<file path="config.mk">
export PLATFORM = sky130hd
export DESIGN_NAME = pfail_nv_ctrl
export DESIGN_NICKNAME = d
export VERILOG_FILES = /design/src/rtl/pfail_nv_ctrl.sv
export SDC_FILE = /design/constraint.sdc
export NUM_CORES = 1
export LEC_CHECK = 0
export BUFFER_PORTS_ARGS = -buffer_cell sky130_fd_sc_hd__buf_2
export CAP_MARGIN = 20
export CORE_MARGIN = 2
export CORE_UTILIZATION = 51
export DETAILED_ROUTE_END_ITERATION = 12
export PLACE_DENSITY_LB_ADDON = 0.2
export SLEW_MARGIN = 20
export SYNTH_ARGS = -nofsm -noshare
export SYNTH_HDL_FRONTEND = slang
export SYNTH_SLANG_ARGS = --single-unit
</file>
<file path="constraint.sdc">
create_clock -name clk -period 1.6 [get_ports clk]
set_input_delay 0.24 -clock clk [delete_from_list [all_inputs] [get_ports clk]]
set_output_delay 0.24 -clock clk [all_outputs]
set_load 0.01 [all_outputs]
</file>
<file path="src/rtl/pfail_nv_ctrl.sv">
module pfail_nv_ctrl #(
  parameter int RECALL_MAX_CYC = 55000,
  localparam int CW = $clog2(RECALL_MAX_CYC + 1)
) (
  input  logic clk,
  input  logic rst_n,
  input  logic sup_low_a,
  input  logic sup_dead_a,
  input  logic sram_wr_req,
  input  logic sw_store_req,
  input  logic xfer_done,
  output logic store_req,
  output logic recall_req,
  output logic wr_inhibit
);

  typedef enum logic [1:0] {ST_IDLE, ST_STORE, ST_RECALL} st_t;

  st_t           state, state_nx;
  logic [1:0]    low_sync, dead_sync;
  logic          low_s, dead_s, low_d;
  logic          dirty, recall_pend;
  logic [CW-1:0] rc_cnt;
  logic          low_edge, wr_ok, xfer_end, rc_limit;

  assign low_s  = low_sync[1];
  assign dead_s = dead_sync[1];

  always_ff @(posedge clk or negedge rst_n)
    if (!rst_n) begin
      low_sync  <= 2'b11;
      dead_sync <= 2'b11;
      low_d     <= 1'b1;
    end else begin
      low_sync  <= {low_sync[0], sup_low_a};
      dead_sync <= {dead_sync[0], sup_dead_a};
      low_d     <= low_s;
    end

  assign low_edge   = low_s & ~low_d;
  assign store_req  = (state == ST_STORE);
  assign recall_req = (state == ST_RECALL);
  assign wr_inhibit = low_s | store_req | recall_req;
  assign wr_ok      = sram_wr_req & ~wr_inhibit;
  assign rc_limit   = (rc_cnt == CW'(RECALL_MAX_CYC - 1));
  assign xfer_end   = (store_req & xfer_done) | (recall_req & (xfer_done | rc_limit));

  always_comb begin
    state_nx = state;
    case (state)
      ST_IDLE:
        if (low_edge && dirty)            state_nx = ST_STORE;
        else if (!low_s && recall_pend)   state_nx = ST_RECALL;
        else if (!low_s && sw_store_req)  state_nx = ST_STORE;
      ST_STORE:  if (xfer_end) state_nx = ST_IDLE;
      ST_RECALL: if (xfer_end) state_nx = ST_IDLE;
      default:   state_nx = ST_IDLE;
    endcase
  end

  always_ff @(posedge clk or negedge rst_n)
    if (!rst_n) begin
      state       <= ST_IDLE;
      dirty       <= 1'b0;
      recall_pend <= 1'b1;
      rc_cnt      <= '0;
    end else begin
      state <= state_nx;
      if (xfer_end)   dirty <= 1'b0;
      else if (wr_ok) dirty <= 1'b1;
      if (dead_s) recall_pend <= 1'b1;
      else if (state == ST_IDLE && state_nx == ST_RECALL) recall_pend <= 1'b0;
      if (state != ST_RECALL) rc_cnt <= '0;
      else                    rc_cnt <= rc_cnt + 1'b1;
    end

  AST_REQ_EXCLUSIVE: assert property (@(posedge clk) disable iff (!rst_n)
    !(store_req && recall_req));
  AST_WRITE_MARKS: assert property (@(posedge clk) disable iff (!rst_n)
    (sram_wr_req && !wr_inhibit) |=> dirty);
  AST_STORE_CAUSE: assert property (@(posedge clk) disable iff (!rst_n)
    $rose(store_req) |-> $past(dirty || sw_store_req));
  AST_RECALL_CAUSE: assert property (@(posedge clk) disable iff (!rst_n)
    $rose(recall_req) |-> $past(recall_pend));
  AST_RECALL_BOUND: assert property (@(posedge clk) disable iff (!rst_n)
    recall_req |-> (rc_cnt < CW'(RECALL_MAX_CYC)));
  AST_STORE_CLEANS: assert property (@(posedge clk) disable iff (!rst_n)
    $fell(store_req) |-> !dirty);

endmodule

</file>
# Yosys cells after proc, flatten, opt, wreduce, memory -nomap -nowiden
# Index checks and enable logic that the tools add are counted.
# op_classes
n_addsub,1
mux,10
reduce_logical,9
bitwise,10
eq_ne,5
# ops
op,n
adder 16 x 1 -> 16 bit (second input constant),1
== test 16 bit (second input constant),1
two-way mux 16 bit,1
two-way mux 2 bit,4
bitwise AND 1 bit,4
== test 2 bit (second input constant),2
logical AND 1 bit,4
two-way mux 1 bit,4
bitwise OR 1 bit,4
case mux 2 bit (2 select lines),1
nonzero test 2 bit,2
== test 2 x 1 -> 1 bit (second input constant),1
logical NOT 2 bit,1
inequality test 2 bit (second input constant),1
NOT 1 bit,2
OR reduction 2 bit,1
logical NOT 1 bit,1
# totals
output_inout_bits,3
inputBits,7
word_cells,42
reg_bits,25

# Longest topological paths before layout
# logic_depth
ltp_word,10
depth_mapped,6
depth_no_buf,6

# Worst setup path before layout
# OpenSTA, ideal clock, no wires.
# synth_path
path_type,reg-to-reg
from,register rc_cnt[0]
to,register rc_cnt[14]
t_arrival_ns,1.483
path_stages_with_launch,6
path_buffers,0
setup_slack_ns,0.040
setup_ns,0.078
required_time_ns,1.522
synth_period_minus_slack_ns,1.560
path_cell_list,dfrtp_1 ha_1 nand2_1 or3_1 or3_1 a21oi_1
# synth_between
elab_chain_cells,2
# synth_lines
element,line,source
start: declaration,23,logic [CW-1:0] rc_cnt;
start signal: assignment,74,else rc_cnt <= rc_cnt + 1'b1;
adder 16 x 1 -> 16 bit,74,
two-way mux 16 bit,73,if (state != ST_RECALL) rc_cnt <= '0;
# Every way passes these cells.
# A chain may end at the register's enable or synchronous reset.

# Worst setup path after layout
# layout_path
from,register state[1]
to,output wr_inhibit
# layout_between
elab_chain_cells,3
word_cells_on_any_way,4
cone_classes,eq/ne: 2; bitwise: 2
# layout_lines
element,line,source
start: declaration,19,"st_t state, state_nx;"
start signal: assignment,68,state <= state_nx;
== test 2 x 1 -> 1 bit,41,assign store_req = (state == ST_STORE);
bitwise OR 1 bit,43,assign wr_inhibit = low_s | store_req | recall_req;
bitwise OR 1 bit *,43,
end: declaration,14,output logic wr_inhibit
# Every way passes the cells marked *; elsewhere a longest branch is shown, timed or not.

==> impl_metrics.tcl <==
set metrics [dict create \
    hp-start "sram_wr_req" \
    synth_seq_cells 25 \
    yosysSeqAreaShare_pct 52.4 \
    die_y_um 52.7 \
    syn_nets 128 \
    placed_cells 161 \
    row_count 17 \
    grt_pass1_wl_mm 4.24 \
    cts_tree "built" \
    postRouteAntennaNets 0 \
    timing.final.ws_setup_ps -47.9 \
    cts-root-buf "clkbuf_4" \
    start_kind "flop" \
    min_to "dirty" \
    synth_top_area_share_pct 39.4 \
    yosys.area.top_type "dfrtp_1" \
    fp.dieW_um 52.7 \
    grt_start_max_net_pins 26 \
    seqCellArea_um2 634 \
    multi_input_area_um2 616 \
    setup_violations 1 \
    grt_pass1_vias 942 \
    drt_iter0_markers 18 \
    rsz0062_at_grt "yes" \
    reg2reg_depth 6 \
    netlist_area_mm2 0.00121 \
    nNetsFinal 162 \
    vias 976 \
    fin_worst_skew_ps 10.7 \
    place_hpwl_mm 1.72 \
    grt_usage_pct 21.7 \
    yosysWarnings 0 \
    stdcell_count 177 \
    nFillCells 161 \
    fin_crit_ps 1650 \
    wl_met3_um 107 \
    maxCapViolations 0 \
    viasPerCell 5.51 \
    max_freq_mhz 607 \
    io_buffer_count 9 \
    drt_wl_total_mm 2.60 \
    final_cell_mix "dfrtp_1, buf_4, nor2_1" \
    cts_max_level 1 \
    clk_path_buf_depth 2 \
    synth_ff_type "dfrtp_1" \
    routabilityCongestion 0.804 \
    layout-drive-gt1-share_pct 36.2 \
    antenna_found_initial 0 \
    clkLatencyLatePin_ps 330 \
    area_growth_pct 29.3 \
    cp-end-kind "output port" \
    tightest_slew_ps 561 \
    syn-instance-count 116 \
    die-area_mm2 0.00277 \
    r2r-end "recall_pend" \
    ioPinCount 10 \
    worst-endpoint-required_ps 1360 \
    synth_cell_types 33 \
    met2_length_mm 1.18 \
    syn_area_per_cell_um2 10.4 \
    hold_path.class "input port to flop" \
    avgRoutedWirePerCell_um 14.7 \
    async_flop_share_pct 100 \
    vdd_drop_max_mv 0.972 \
    report.final.slew_viol_count 0 \
    min_path_cells 3 \
    drc 0 \
    overflow 0 \
    violations "negative setup slack" \
    final_area_mm2 0.00156 \
    p_leak_nw 0.652 \
    numCtsBuffers 3 \
    first_pass_iters 4 \
    initial_core_util_pct 54.1 \
    synth-edff-count 0 \
    period_share_pct 103 \
    outcome "complete, but fails checks" \
    cellPowerDensity_mw_per_mm2 1200 \
    hold_viol 0 \
    max_slew_margin_pct 62.6 \
    diodes 0 \
    wl_met1_mm 1.25 \
    worstReg2RegStart "state[0]" \
    fin_util_pct 69.9 \
    topRoutingLayerUsed "met4" \
    coreArea_mm2 0.00223 \
    critPathKind "flop to output port" \
    crit_path_max_fanout 4 \
    mostFrequentLayoutCell "dfrtp_1" \
    synthTopCellsByArea "dfrtp_1, dfstp_2, ha_1" \
    clk_pin_slew_ps 150 \
    pre_cts_ws_ps 28.6 \
    arrival_ps 1410 \
    cts_sinks 25 \
    place_area_mm2 0.00135 \
    regToRegSetupSlack_ps 30 \
]
==> report_power, final <==
| part | internal (mW) | switching [mW] | total, mW |
|---|---|---|---|
| registers | 0.728 | 0.0875 | 0.815 |
| clock network | 0.0959 | 0.203 | 0.299 |
| logic | 0.386 | 0.377 | 0.763 |
==> what timing repair did <==
action | 4_1_cts | 5_1_grt
pin swaps | 1 | 2
buffers inserted | 8 | 1
hold buffers | 3 | 0
gates resized for setup | 10 | 8
endpoints found under the hold margin | 21 | 0
setup endpoints to repair | 3 | 9
==> per-stage QoR <==
step	power [mW]	hold WS [ps]	setup TNS, ps
2_1_floorplan	1.11	-55.6	0
3_5_place_dp	1.31	260	0
4_1_cts	1.84	189	-59.6
6_report	1.88	188	-47.9
3_3_place_gp	1.29	252	0
5_1_grt	1.99	191	-221
==> state kept, by name, indices dropped and copies added, names as in the netlist <==
| signal | count |
|---|---|
| low_d | 1 |
| state | 2 |
| dirty | 1 |
| dead_sync | 2 |
| recall_pend | 1 |
| rc_cnt | 16 |
| low_sync | 2 |
==> worst max-delay path: stages, from the launching register on <==
cell     delay, ps
dfrtp_2        470
buf_6          130
ha_4           160
nor3_4         120
inv_1           50
buf_2          130
==> per-layer routing <==
metal  vias to the layer above  track usage, %
met2                        18            31.7
met5                         -               0
met1                       474            29.6
met4                         0            12.4
met3                         5            4.57
li1                        479               -
==> worst max path at each step <==
stage / slack (ps) / endpoint / start
after floorplan: 40 / rc_cnt[14] / rc_cnt[0]
final: -50 / wr_inhibit / state[1]
after detailed placement: 30 / recall_pend / state[0]
after global routing: -120 / wr_inhibit / state[1]
after global placement: 50 / rc_cnt[14] / rc_cnt[0]
after CTS: -60 / wr_inhibit / state[1]
==> cell usage after synthesis, drive strengths merged, types with 2 or more instances <==
cell type,count
nand3,4
dfrtp,19
dfstp,6
nand4bb,2
or3,5
xnor2,5
nand4b,3
and3,3
xor2,4
ha,5
nand3b,2
inv,7
nor4,2
a31oi,2
nor3,3
nand4,3
a21oi,8
o21ai,5
nand2,7
nor2,11
and2,2
==> logic make-up (layout without fill, tap and decap cells) <==
family          Yosys count  after routing  synth area share (%)
flops                    25             25                  52.4
simple gates             52             52                  25.8
fa+ha+maj                 5              5                  5.18
buf+inv                   8             41                  2.49
compound gates           17             17                  7.56
xor+xnor                  9              9                  6.53
==> final cells by class <==
cell class | count | area share, %
Inverter | 7 | 1.68
Clock inverter | 1 | 0.481
Timing Repair Buffer | 30 | 14.1
Sequential cell | 25 | 40.6
Tap cell | 28 | 2.24
Clock buffer | 3 | 1.44
Multi-Input combinational cell | 83 | 39.4
Note: power is estimated with default switching activity, not from simulation.
